### src/rtl/spi_frame_pkg.sv
package spi_frame_pkg;

  // channel selector carried in the first byte of a frame
  typedef enum logic {
    CH_DATA   = 1'b0,
    CH_STATUS = 1'b1
  } chan_e;

  localparam int CODE_DATA   = 0;
  localparam int CODE_STATUS = 1;

endpackage

### src/rtl/sfs_sync.sv
module sfs_sync #(
  parameter int   STAGES  = 2,
  parameter logic RST_VAL = 1'b0
) (
  input  logic clk,
  input  logic rst,
  input  logic d,
  output logic q
);
  logic [STAGES-1:0] chain;

  always_ff @(posedge clk) begin
    if (rst) chain <= {STAGES{RST_VAL}};
    else     chain <= {chain[STAGES-2:0], d};
  end

  assign q = chain[STAGES-1];
endmodule

### src/rtl/sfs_tx_bank.sv
module sfs_tx_bank #(
  parameter int BYTE_W = 8
) (
  input  logic              clk,
  input  logic              rst,
  input  logic              sel,
  input  logic              load,
  input  logic [BYTE_W-1:0] data_in,
  input  logic [BYTE_W-1:0] status_in,
  output logic [BYTE_W-1:0] data_q,
  output logic [BYTE_W-1:0] status_q
);
  // bytes may only change while the master has the slave released
  always_ff @(posedge clk) begin
    if (rst) begin
      data_q   <= '0;
      status_q <= '0;
    end else if (load && !sel) begin
      data_q   <= data_in;
      status_q <= status_in;
    end
  end
endmodule

### src/rtl/sfs_rx_framer.sv
module sfs_rx_framer
  import spi_frame_pkg::*;
#(
  parameter int BYTE_W = 8,
  parameter int CNT_W  = 5
) (
  input  logic              clk,
  input  logic              rst,
  input  logic              sel,
  input  logic              sck_rise,
  input  logic              mosi,
  output logic [CNT_W-1:0]  bit_cnt,
  output logic              code_ok,
  output chan_e             code_chan,
  output logic              frame_ok,
  output logic              frame_bad,
  output logic [BYTE_W-1:0] payload
);
  localparam int FRAME_BITS = 2 * BYTE_W;
  localparam logic [CNT_W-1:0] LAST_CODE_BIT = CNT_W'(BYTE_W - 1);
  localparam logic [CNT_W-1:0] LAST_BIT      = CNT_W'(FRAME_BITS - 1);
  localparam logic [CNT_W-1:0] FULL          = CNT_W'(FRAME_BITS);
  localparam logic [BYTE_W-1:0] CODE_D = BYTE_W'(CODE_DATA);
  localparam logic [BYTE_W-1:0] CODE_S = BYTE_W'(CODE_STATUS);

  logic [BYTE_W-1:0] shreg;
  logic [BYTE_W-1:0] nxt;

  assign nxt = {shreg[BYTE_W-2:0], mosi};

  always_ff @(posedge clk) begin
    if (rst) begin
      bit_cnt   <= '0;
      shreg     <= '0;
      code_ok   <= 1'b0;
      code_chan <= CH_DATA;
      frame_ok  <= 1'b0;
      frame_bad <= 1'b0;
      payload   <= '0;
    end else begin
      frame_ok  <= 1'b0;
      frame_bad <= 1'b0;
      if (!sel) begin
        bit_cnt <= '0;
      end else if (sck_rise && bit_cnt != FULL) begin
        shreg   <= nxt;
        bit_cnt <= bit_cnt + 1'b1;
        if (bit_cnt == LAST_CODE_BIT) begin
          code_ok   <= (nxt == CODE_D) || (nxt == CODE_S);
          code_chan <= (nxt == CODE_S) ? CH_STATUS : CH_DATA;
        end
        if (bit_cnt == LAST_BIT) begin
          if (code_ok) begin
            frame_ok <= 1'b1;
            payload  <= nxt;
          end else begin
            frame_bad <= 1'b1;
          end
        end
      end
    end
  end
endmodule

### src/rtl/sfs_tx_shifter.sv
module sfs_tx_shifter
  import spi_frame_pkg::*;
#(
  parameter int BYTE_W = 8,
  parameter int CNT_W  = 5
) (
  input  logic              clk,
  input  logic              rst,
  input  logic              sel,
  input  logic              sel_start,
  input  logic              sck_fall,
  input  logic [CNT_W-1:0]  bit_cnt,
  input  logic              code_ok,
  input  chan_e             code_chan,
  input  logic [BYTE_W-1:0] data_q,
  input  logic [BYTE_W-1:0] status_q,
  output logic              miso,
  output logic              miso_oe
);
  localparam logic [CNT_W-1:0] SWITCH_AT = CNT_W'(BYTE_W);

  logic [BYTE_W-1:0] out_sr;
  logic [BYTE_W-1:0] second_byte;

  always_comb begin
    if (!code_ok)                   second_byte = '0;
    else if (code_chan == CH_STATUS) second_byte = status_q;
    else                            second_byte = data_q;
  end

  always_ff @(posedge clk) begin
    if (rst) begin
      out_sr  <= '0;
      miso_oe <= 1'b0;
    end else begin
      miso_oe <= sel;
      if (sel_start) begin
        out_sr <= status_q;
      end else if (sel && sck_fall) begin
        if (bit_cnt == SWITCH_AT) out_sr <= second_byte;
        else                      out_sr <= {out_sr[BYTE_W-2:0], 1'b0};
      end
    end
  end

  assign miso = miso_oe & out_sr[BYTE_W-1];
endmodule

### src/rtl/spi_frame_slave.sv
module spi_frame_slave
  import spi_frame_pkg::*;
#(
  parameter int BYTE_W      = 8,
  parameter int SYNC_STAGES = 2
) (
  input  logic              clk,
  input  logic              rst,
  input  logic              spi_sck,
  input  logic              spi_cs_n,
  input  logic              spi_mosi,
  output logic              spi_miso,
  output logic              spi_miso_oe,
  input  logic              tx_load,
  input  logic [BYTE_W-1:0] tx_data,
  input  logic [BYTE_W-1:0] tx_status,
  output logic [BYTE_W-1:0] rx_payload,
  output logic              rx_chan,
  output logic              frame_done,
  output logic              frame_err
);
  localparam int FRAME_BITS = 2 * BYTE_W;
  localparam int CNT_W      = $clog2(FRAME_BITS + 1);

  logic sck_s, cs_n_s, mosi_s;
  logic sck_q, sel_q;
  logic sel_active, sel_start, sck_rise, sck_fall;

  logic [CNT_W-1:0]  bit_cnt;
  logic              code_ok, frame_ok, frame_bad;
  chan_e             code_chan;
  logic [BYTE_W-1:0] payload;
  logic [BYTE_W-1:0] data_q, status_q;

  sfs_sync #(.STAGES(SYNC_STAGES), .RST_VAL(1'b0)) u_sync_sck
    (.clk(clk), .rst(rst), .d(spi_sck),  .q(sck_s));
  sfs_sync #(.STAGES(SYNC_STAGES), .RST_VAL(1'b1)) u_sync_cs
    (.clk(clk), .rst(rst), .d(spi_cs_n), .q(cs_n_s));
  sfs_sync #(.STAGES(SYNC_STAGES), .RST_VAL(1'b0)) u_sync_mosi
    (.clk(clk), .rst(rst), .d(spi_mosi), .q(mosi_s));

  always_ff @(posedge clk) begin
    if (rst) begin
      sck_q <= 1'b0;
      sel_q <= 1'b0;
    end else begin
      sck_q <= sck_s;
      sel_q <= sel_active;
    end
  end

  assign sel_active = ~cs_n_s;
  assign sel_start  = sel_active & ~sel_q;
  assign sck_rise   = sck_s & ~sck_q;
  assign sck_fall   = ~sck_s & sck_q;

  sfs_tx_bank #(.BYTE_W(BYTE_W)) u_bank (
    .clk(clk), .rst(rst), .sel(sel_active), .load(tx_load),
    .data_in(tx_data), .status_in(tx_status),
    .data_q(data_q), .status_q(status_q)
  );

  sfs_rx_framer #(.BYTE_W(BYTE_W), .CNT_W(CNT_W)) u_framer (
    .clk(clk), .rst(rst), .sel(sel_active), .sck_rise(sck_rise),
    .mosi(mosi_s), .bit_cnt(bit_cnt), .code_ok(code_ok),
    .code_chan(code_chan), .frame_ok(frame_ok), .frame_bad(frame_bad),
    .payload(payload)
  );

  sfs_tx_shifter #(.BYTE_W(BYTE_W), .CNT_W(CNT_W)) u_shifter (
    .clk(clk), .rst(rst), .sel(sel_active), .sel_start(sel_start),
    .sck_fall(sck_fall), .bit_cnt(bit_cnt), .code_ok(code_ok),
    .code_chan(code_chan), .data_q(data_q), .status_q(status_q),
    .miso(spi_miso), .miso_oe(spi_miso_oe)
  );

  // registered fabric-side results
  always_ff @(posedge clk) begin
    if (rst) begin
      rx_payload <= '0;
      rx_chan    <= 1'b0;
      frame_done <= 1'b0;
      frame_err  <= 1'b0;
    end else begin
      frame_done <= frame_ok;
      frame_err  <= frame_bad;
      if (frame_ok) begin
        rx_payload <= payload;
        rx_chan    <= (code_chan == CH_STATUS);
      end
    end
  end
endmodule

### config.mk
export PLATFORM = sky130hd
export DESIGN_NAME = spi_frame_slave
export DESIGN_NICKNAME = d
export VERILOG_FILES = /design/src/rtl/spi_frame_pkg.sv /design/src/rtl/sfs_sync.sv /design/src/rtl/sfs_tx_bank.sv /design/src/rtl/sfs_rx_framer.sv /design/src/rtl/sfs_tx_shifter.sv /design/src/rtl/spi_frame_slave.sv
export SDC_FILE = /design/constraint.sdc
export NUM_CORES = 1
export LEC_CHECK = 0
export ABC_AREA = 0
export BUFFER_PORTS_ARGS = -buffer_cell sky130_fd_sc_hd__clkbuf_2
export CELL_PAD_IN_SITES_DETAIL_PLACEMENT = 0
export CELL_PAD_IN_SITES_GLOBAL_PLACEMENT = 1
export CORE_ASPECT_RATIO = 0.9
export CORE_MARGIN = 1
export CORE_UTILIZATION = 43
export CTS_CLUSTER_SIZE = 16
export DETAILED_ROUTE_END_ITERATION = 10
export HOLD_SLACK_MARGIN = 0.02
export PLACE_DENSITY = 0.79
export SLEW_MARGIN = 0
export SYNTH_ARGS = -nofsm -noshare
export SYNTH_HDL_FRONTEND = slang
export SYNTH_SLANG_ARGS = --single-unit
### constraint.sdc
create_clock -name clk -period 2.5 [get_ports clk]
set_input_delay 0.25 -clock clk [delete_from_list [all_inputs] [get_ports clk]]
set_output_delay 0.25 -clock clk [all_outputs]
set_load 0.1 [all_outputs]
## Yosys cells after proc, flatten, opt, wreduce, memory -nomap -nowiden

Cells that the tools add are included.

- Reductions and logical operators: 11
- Bitwise gates (word level): 10
- Equal/unequal tests: 5
- Multiplexer cells: 8
- $add $sub $neg: 1

Operators with widths:

| operator | number |
|---|---|
| $mux W8 | 5 |
| $eq A5 B4 Y1 const B | 2 |
| $eq A8 B1 Y1 const B | 1 |
| $logic_not A8 Y1 | 1 |
| $not A1 Y1 | 6 |
| $add A5 B1 Y5 const B | 1 |
| $eq A5 B3 Y1 const B | 1 |
| $ne A5 B5 Y1 const B | 1 |
| $and A1 B1 Y1 | 4 |
| $reduce_and A4 Y1 | 1 |
| $reduce_or A4 Y1 | 1 |
| $logic_and A1 B1 Y1 | 3 |
| $mux W1 | 3 |
| $reduce_and A3 Y1 | 1 |
| $reduce_and A2 Y1 | 1 |
| $reduce_bool A2 Y1 | 1 |
| $reduce_or A2 Y1 | 1 |
| $logic_or A1 B1 Y1 | 1 |

- Logic and storage cells: 54
- Output and inout port bits: 13
- Register bits: 67
- Input port bits: 22

## Depth between registers and ports, before layout

Gate-level depths: netlist (run 1).

- Word-level depth: 5
- Mapped depth: 8
- Depth with buffers taken out: 7

## Hierarchy

From an unflattened synthesis (run 1), not the netlist that was laid out.

- Cell total of the unflattened synthesis: 314
- Area total of the unflattened synthesis: 3139.3 µm²

Modules (own cells, without submodules):

| module | times used | seq. area each (µm²) | area an instance (µm²) | cells each |
|---|---|---|---|---|
| sfs_rx_framer | 1 | 480.5 | 1117.3 | 121 |
| sfs_tx_bank | 1 | 320.3 | 764.5 | 71 |
| sfs_tx_shifter | 1 | 180.2 | 656.9 | 69 |
| spi_frame_slave | 1 | 260.2 | 442.9 | 41 |
| sfs_sync | 3 | 40.0 | 52.6 | 4 |

## Worst setup path before layout (run 1)

Ideal clock, no wire load.

- Path kind: register to output
- Start: register u_shifter.miso_oe
- End: output spi_miso
- Data arrival time: 1845 ps
- Path buffers: 0
- Path slack: 405 ps
- Required time: 2250 ps
- Cell stages (with the launch flop): 2
- Path through: dfxtp_1 and2_1

- Word-level cells in the longest chain between the ends: 1

Ends and longest elaborated chain:

| what | line | text |
|---|---|---|
| start: declaration | sfs_tx_shifter.sv:18 | `output logic miso_oe` |
| start signal: assignment | sfs_tx_shifter.sv:36 | `miso_oe <= sel;` |
| $and A1 B1 Y1 | sfs_tx_shifter.sv:46 | `assign miso = miso_oe & out_sr[BYTE_W-1];` |
| end: declaration | spi_frame_slave.sv:12 | `output logic spi_miso,` |

No other way between the ends.

## Worst setup path in the final report (run 1)

- Start: register u_framer.bit_cnt[0]
- End: register u_shifter.out_sr[7]

- Word-level cells in the longest chain between the ends: 4

Ends and longest elaborated chain:

| what | line | text |
|---|---|---|
| start: declaration | sfs_rx_framer.sv:12 | `output logic [CNT_W-1:0] bit_cnt,` |
| start signal: assignment | sfs_rx_framer.sv:47 | `bit_cnt <= bit_cnt + 1'b1;` |
| $eq A5 B4 Y1 | sfs_tx_shifter.sv:40 | `if (bit_cnt == SWITCH_AT) out_sr <= second_byte;` |
| $mux W8 | sfs_tx_shifter.sv:40 |  |
| $mux W8 | sfs_tx_shifter.sv:39 | `end else if (sel && sck_fall) begin` |
| $mux W8 | sfs_tx_shifter.sv:37 | `if (sel_start) begin` |
| end signal: assignment | sfs_tx_shifter.sv:38 | `out_sr <= status_q;` |
| end signal: assignment | sfs_tx_shifter.sv:40 |  |
| end signal: assignment | sfs_tx_shifter.sv:41 | `else out_sr <= {out_sr[BYTE_W-2:0], 1'b0};` |
| end: declaration | sfs_tx_shifter.sv:22 | `logic [BYTE_W-1:0] out_sr;` |

No other way between the ends. The select of a mux whose other input is x is not followed.
A chain may end at the register's enable or synchronous reset.

==> flow_summary_export.csv, run 1 <==
group,metric,value,unit
finish,post-route-util,52.7,%
cts,ctsHoldBuffers,0,
die,coreArea,0.00582,sq mm
finish,areaGrowthSynthToFinish,14.8,%
logic_synthesis,syn_nets,313,
timing,grt_setup_unrepaired,"false",
run_status,status,"finished, final reports clean",
power,power_density,662,mW/mm^2
hold_path,min_to,"u_sync_cs.chain[0]$_SDFF_PP1_",
critical_path,r2r-end,"u_shifter.out_sr[7]$_SDFFE_PP0P_",
cts,clk_path_buf_depth,2,
timing,worst_slew_pin_slew,0.605,ns
cts,postCtsSetupRepairBufs,0,
grt,use_met1,24.9,%
critical_path,startpoint_type,"flop",
placement,place_hpwl,3490,um
grt,top_usage_layer,"met2",
routing,drc,0,
routing,wl,5090,um
routing,drt-initial-drc-count,67,
routing,ant_nets,0,
logic_synthesis,synth_area,0.00267,sq mm
logic_synthesis,ys_types,39,
finish,nNetsFinal,344,
placement,place_area,0.00288,sq mm
cts,ctsHtreeMaxLevel,3,
grt,grt_pass1_vias,1886,
critical_path,crit_path_end_kind,"flop",
grt,grt_antenna_before_repair,0,
critical_path,reg2reg_depth,6,
cts,clockRootBuffer,"clkbuf_8",
grt,gr-usage-met2,25.1,%
timing,hold_violations,0,
critical_path,rr_startpoint,"u_framer.bit_cnt[0]$_SDFFE_PP0N_",
die,die_w,85.1,um
finish,final_cell_mix,"dfxtp_1 (67), nor2_1 (51), nand2_1 (37)",
placement,dp_cells,378,
logic_synthesis,synth_cells,288,
die,initial_core_util,45.9,%
logic_synthesis,synth_edf_count,0,
finish,fin_area,0.00307,sq mm
grt,grt_max_degree,42,
logic_synthesis,synth.largest_area_cell,"dfxtp_1",
timing,holdWs,0.0939,ns
finish,final_cells,394,
routing,via_count,1995,
critical_path,r2r_slack,0.45,ns
die,fp.dieH,76.8,um
cts,path_clk_slew,0.07,ns
routing,via_per_inst,5.06,
grt,track_usage,17.7,%
timing,slew_violations,0,
power,vdd_ir_drop_max,402,uV
grt,use_met3,6.14,%
cts,cts_resized,0,
critical_path,worstPathRequired,2.71,ns
power,total_leakage_power,1.11,nW
cts,clk_latency,0.34,ns
logic_synthesis,synth_flop_cell,"dfxtp_1",
logic_synthesis,avgSynthCellArea,9.28,sq um
logic_synthesis,yosys_warnings,0,
grt,overflow,0,
die,rows,26,
placement,io_buffers,34,
logic_synthesis,synth_seq_area_share,50.2,%
logic_synthesis,async_flop_share,0,%
finish,drive_gt1_share,19.8,%
logic_synthesis,ys_ff_latch,67,
timing,final.setup.tns,0,ns
grt,grt_pass1_wl,9050,um
timing,fin_crit_sh,81.9,%
cts,cts.sinks,67,
cts,tritoncts,"built",
placement,gp_congestion,0.774,
finish,layout_commonest_cell,"dfxtp_1",
routing,routedWlPerCell,12.9,um
critical_path,cp.arrival,2.25,ns
hold_path,worstHoldStart,"spi_cs_n",
die,io-pin-count,35,
cts,numCtsBuffers,9,
critical_path,crit_fanout,16,
logic_synthesis,synth_top_area_share,50.2,%
hold_path,hold_path_depth,2,
finish,antenna_cells,0,
timing,layout_min_cycle_time,2.05,ns
timing,max_freq,489,MHz
job,cap_violations,0,
routing,drtPass1Iterations,4,
die,dieArea,0.00653,sq mm
timing,fin_skew,0.00659,ns
logic_synthesis,synth.area.top_cells,"dfxtp_1 (50%), mux2i_1 (12%), nor2_1 (7.2%)",
timing,max_slew_margin,59.6,%
critical_path,path_class,"flop to flop",
hold_path,min_path_type,"input pin to flop",
timing,finalSetupViolCount,0,
[synth_stat cells (4+ instances only)]
cell type / n
clkbuf_1: 10
mux2i_1: 32
nand2_1: 37
nor2_1: 51
a22oi_1: 6
a2111oi_0: 4
a21oi_1: 19
dfxtp_1: 67
or2_2: 4
nor3_1: 4
nor2b_1: 8
inv_1: 5
[worst max path at each step]
stage / endpoint / slack [ns] / depth (start not counted) / from
finish: u_shifter.out_sr[7]$_SDFFE_PP0P_ / 0.45 / 6 / u_framer.bit_cnt[0]$_SDFFE_PP0N_
detailed placement: u_shifter.out_sr[7]$_SDFFE_PP0P_ / 0.44 / 6 / u_framer.bit_cnt[0]$_SDFFE_PP0N_
CTS: u_shifter.out_sr[7]$_SDFFE_PP0P_ / 0.41 / 6 / u_framer.bit_cnt[0]$_SDFFE_PP0N_
floorplan: spi_miso / 0.41 / 1 / u_shifter.miso_oe$_SDFF_PP0_
global route: u_shifter.out_sr[7]$_SDFFE_PP0P_ / 0.20 / 6 / u_framer.bit_cnt[0]$_SDFFE_PP0N_
global placement: u_shifter.out_sr[0]$_SDFFE_PP0P_ / 0.59 / 5 / u_framer.bit_cnt[0]$_SDFFE_PP0N_
[state kept, by name, summed over array words and instances, names as in the netlist, 5 cells and up]
register	count
rx_payload	8
u_bank.data_q	8
u_bank.status_q	8
u_framer.payload	8
u_shifter.out_sr	8
u_framer.shreg	7
u_framer.bit_cnt	5
[per-stage QoR]
| stage | power [mW] | worst slack (ns) |
|---|---|---|
| detailed placement | 1.24 | 0.445 |
| finish | 2.03 | 0.454 |
| CTS | 2.07 | 0.413 |
| global route | 2.14 | 0.197 |
| global placement | 1.24 | 0.589 |
| floorplan | 1.20 | 0.405 |
[worst max-delay path, cell delays in order (launching register included)]
cell and delay [ns]:
dfxtp_1 0.34, inv_1 0.07, ha_1 0.17, nand4bb_1 0.50, nor3_1 0.34, a21oi_1 0.06, a2111oi_0 0.43
[where the power goes]
group	internal, mW	switching, mW
clock	0.413	0.403
combinational	0.0430	0.0610
sequential	1.09	0.0179
[final cells by class]
type	instances	area, sq um
clock inverters	5	37.5
repair buffers	37	205
well taps	70	87.6
inverters	5	18.8
flip-flops and latches	67	1340
clock buffers	11	151
fillers	564	2760
multi-input cells	199	1230
[per-layer routing]
layer  share of wire [%]  wire, um  up-vias
li1                    -         -     1035
met1                  54      2730      921
met2                  41      2090       35
met3                 4.6       233        4
met4                0.61        31        0
met5                   0         0        -
[cells by family after synthesis]
| group | count (synthesis) | share of synthesized area (%) |
|---|---|---|
| AO/OA/AOI/OAI | 37 | 9.37 |
| buffers and inverters | 22 | 3.89 |
| adder cells (fa/ha/maj) | 3 | 1.41 |
| multiplexers | 32 | 12.0 |
| flip-flops | 67 | 50.2 |
| AND/OR/NAND/NOR | 124 | 22.2 |
| XOR/XNOR | 3 | 0.984 |
(Power assumes the default switching activity.)
==> run 2, diff against run 1 <==
--- a/config.mk
+++ b/config.mk
@@ -5,13 +5,13 @@
 export SDC_FILE = /design/constraint.sdc
 export NUM_CORES = 1
 export LEC_CHECK = 0
-export ABC_AREA = 0
+export ABC_AREA = 1
 export BUFFER_PORTS_ARGS = -buffer_cell sky130_fd_sc_hd__clkbuf_2
 export CELL_PAD_IN_SITES_DETAIL_PLACEMENT = 0
 export CELL_PAD_IN_SITES_GLOBAL_PLACEMENT = 1
 export CORE_ASPECT_RATIO = 0.9
 export CORE_MARGIN = 1
-export CORE_UTILIZATION = 43
+export CORE_UTILIZATION = 41
 export CTS_CLUSTER_SIZE = 16
 export DETAILED_ROUTE_END_ITERATION = 10
 export HOLD_SLACK_MARGIN = 0.02
==> constraint.sdc (replaced) <==
create_clock -name clk -period 2.1 [get_ports clk]
set_input_delay 0.21 -clock clk [delete_from_list [all_inputs] [get_ports clk]]
set_output_delay 0.21 -clock clk [all_outputs]
set_load 0.1 [all_outputs]
==> run 2 against run 1 <==
  * Global-route usage rose by 1.1 points
  * Maximum frequency rose by 16%
  * Count of clock-buffer cells in the layout fell by 1
  * Clock skew rose by 0.0021 ns
  * Combinational power rose by 42%
  * Cell area rose by 4.0%
  * Routed wire length rose by 14%
  * Sequential power rose by 20%
  * Worst setup slack got worse by 0.11 ns
==> flow_summary_export.csv, run 2 <==
group,metric,value,unit
logic_synthesis,ys_types,22,
critical_path,startpoint_type,"flop",
placement,place_hpwl,3980,um
placement,io_buffers,34,
timing,max_freq,569,MHz
power,vdd_ir_drop_max,513,uV
grt,grt_antenna_before_repair,0,
logic_synthesis,syn_nets,395,
finish,final_cells,495,
critical_path,crit_path_end_kind,"flop",
routing,ant_nets,0,
logic_synthesis,synth_cells,370,
routing,drt-initial-drc-count,172,
routing,wl,5770,um
timing,layout_min_cycle_time,1.76,ns
placement,pre_cts_ws,0.362,ns
logic_synthesis,ys_ff_latch,67,
finish,post-route-util,51.3,%
logic_synthesis,synth_xor_xnor_area_share,0,%
die,coreArea,0.00622,sq mm
cts,clk_latency,0.34,ns
timing,finalSetupViolCount,0,
grt,overflow,0,
die,rows,27,
cts,cts.sinks,67,
routing,via_count,2302,
critical_path,rr_startpoint,"u_framer.bit_cnt[0]$_SDFFE_PP0N_",
finish,antenna_cells,0,
logic_synthesis,yosys_warnings,0,
power,total_leakage_power,1.49,nW
logic_synthesis,synth_top_family_by_area,"simple AND/OR/NAND/NOR gates",
finish,drive_gt1_share,15.9,%
die,io-pin-count,35,
logic_synthesis,synth_seq_area_share,49.8,%
timing,final.setup.tns,0,ns
cts,numCtsBuffers,9,
timing,slew_violations,0,
finish,fin_area,0.00319,sq mm
logic_synthesis,synth.largest_area_cell,"dfxtp_1",
timing,hold_violations,0,
finish,areaGrowthSynthToFinish,18.4,%
power,fin_total_pwr,2.80,mW
logic_synthesis,avgSynthCellArea,7.28,sq um
logic_synthesis,synth_compound_area_share,18.8,%
logic_synthesis,synth_flop_cell,"dfxtp_1",
run_status,status,"finished, final reports clean",
logic_synthesis,synth_mux_area_share,0,%
finish,num-fill-cells,669,
cts,clockRootBuffer,"clkbuf_8",
routing,drc,0,
logic_synthesis,synth_top_area_share,49.8,%
die,die_w,87.5,um
timing,fin_ws,0.343,ns
logic_synthesis,synthSimpleGateAreaFrac,19.9,%
die,fp.dieH,78.9,um
timing,holdWs,0.0568,ns
routing,via_per_inst,4.65,
routing,drtPass1Iterations,4,
power,power_density,876,mW/mm^2
timing,fin_crit_sh,83.7,%
cts,path_clk_slew,0.07,ns
cts,ctsHtreeMaxLevel,3,
logic_synthesis,yosysMostFrequentCell,"dfxtp_1",
grt,grt_pass1_wl,9920,um
grt,grt_max_degree,34,
critical_path,crit_fanout,16,
job,cap_violations,0,
routing,routedWlPerCell,11.7,um
critical_path,cp-startpoint,"u_framer.bit_cnt[0]$_SDFFE_PP0N_",
logic_synthesis,synth_area,0.00270,sq mm
critical_path,cp.arrival,1.99,ns
logic_synthesis,async_flop_share,0,%
timing,worst_slew_pin_slew,0.542,ns
timing,max_slew_margin,64.0,%
cts,ctsHoldBuffers,0,
placement,gp_congestion,0.760,
finish,nNetsFinal,428,
grt,track_usage,18.9,%
logic_synthesis,synth_commonest_cells,"dfxtp_1 (67), nor2_1 (55), nand2_1 (54)",
cts,cts_resized,0,
critical_path,worstPathRequired,2.33,ns
cts,postCtsSetupRepairBufs,0,
finish,layout_commonest_cell,"dfxtp_1",
timing,fin_skew,0.00868,ns
logic_synthesis,synth.area.top_cells,"dfxtp_1 (50%), a21oi_1 (8.5%), o21ai_0 (8.5%)",
critical_path,path_class,"flop to flop",
timing,grt_setup_unrepaired,"false",
logic_synthesis,synth_fa_ha_area_share,1.39,%
cts,tritoncts,"built",
finish,final_cell_mix,"dfxtp_1 (67), nor2_1 (55), nand2_1 (54)",
hold_path,min_path_type,"input pin to flop",
logic_synthesis,synth_edf_count,0,
grt,grt_pass1_vias,2107,
placement,dp_cells,479,
cts,clk_path_buf_depth,2,
placement,place_area,0.00294,sq mm
die,dieArea,0.00690,sq mm
hold_path,worstHoldStart,"spi_cs_n",
die,initial_core_util,43.4,%
run 2: layout make-up:
cell class	instances	area, sq um	share of cell area, %
sequential	67	1340	42.0
tap	87	109	3.41
timing repair buffer	37	205	6.43
clock inverter	6	111	3.49
inverter	55	206	6.47
multi-input combinational	233	1080	33.9
clock buffer	10	138	4.31
run 2: worst max-delay path, cell delays in order, from the launching register on:
cell	delay [ns]
dfxtp_1	0.36
ha_1	0.18
nand2_1	0.08
nor2_1	0.10
ha_1	0.17
nand2_1	0.05
inv_1	0.06
nand4_2	0.35
nor2_1	0.24
nor2_1	0.07
run 2: path summary, 6_finish.rpt:
| kind | to | slack (ns) | cells after the start |
|---|---|---|---|
| worst max-delay path | u_framer.payload[5]$_SDFFE_PP0P_ | 0.34 | 9 |
| worst min-delay path | u_sync_cs.chain[0]$_SDFF_PP1_ | 0.06 | 2 |
| worst max register to register | u_framer.payload[5]$_SDFFE_PP0P_ | 0.34 | 9 |
| worst min register to register | u_sync_mosi.chain[1]$_SDFF_PP0_ | 0.40 | 2 |
run 2: report_power, final:
part	total [mW]	switching [mW]	internal (mW)
combinational	0.148	0.0924	0.0552
clock	1.32	0.498	0.823
sequential	1.33	0.0188	1.31
total	2.80	0.609	2.19
run 2: cell families after synthesis:
family | after synthesis
compound gates | 100
fa+ha+maj | 3
buf+inv | 70
flops | 67
simple gates | 130
run 2: layer usage:
metal	part of all wire, %	GRT usage [%]	routed length [um]
met1	54	26.8	3130
met4	1.0	5.41	59
met2	40	27.0	2300
met3	5.0	6.24	287
met5	0	0	0
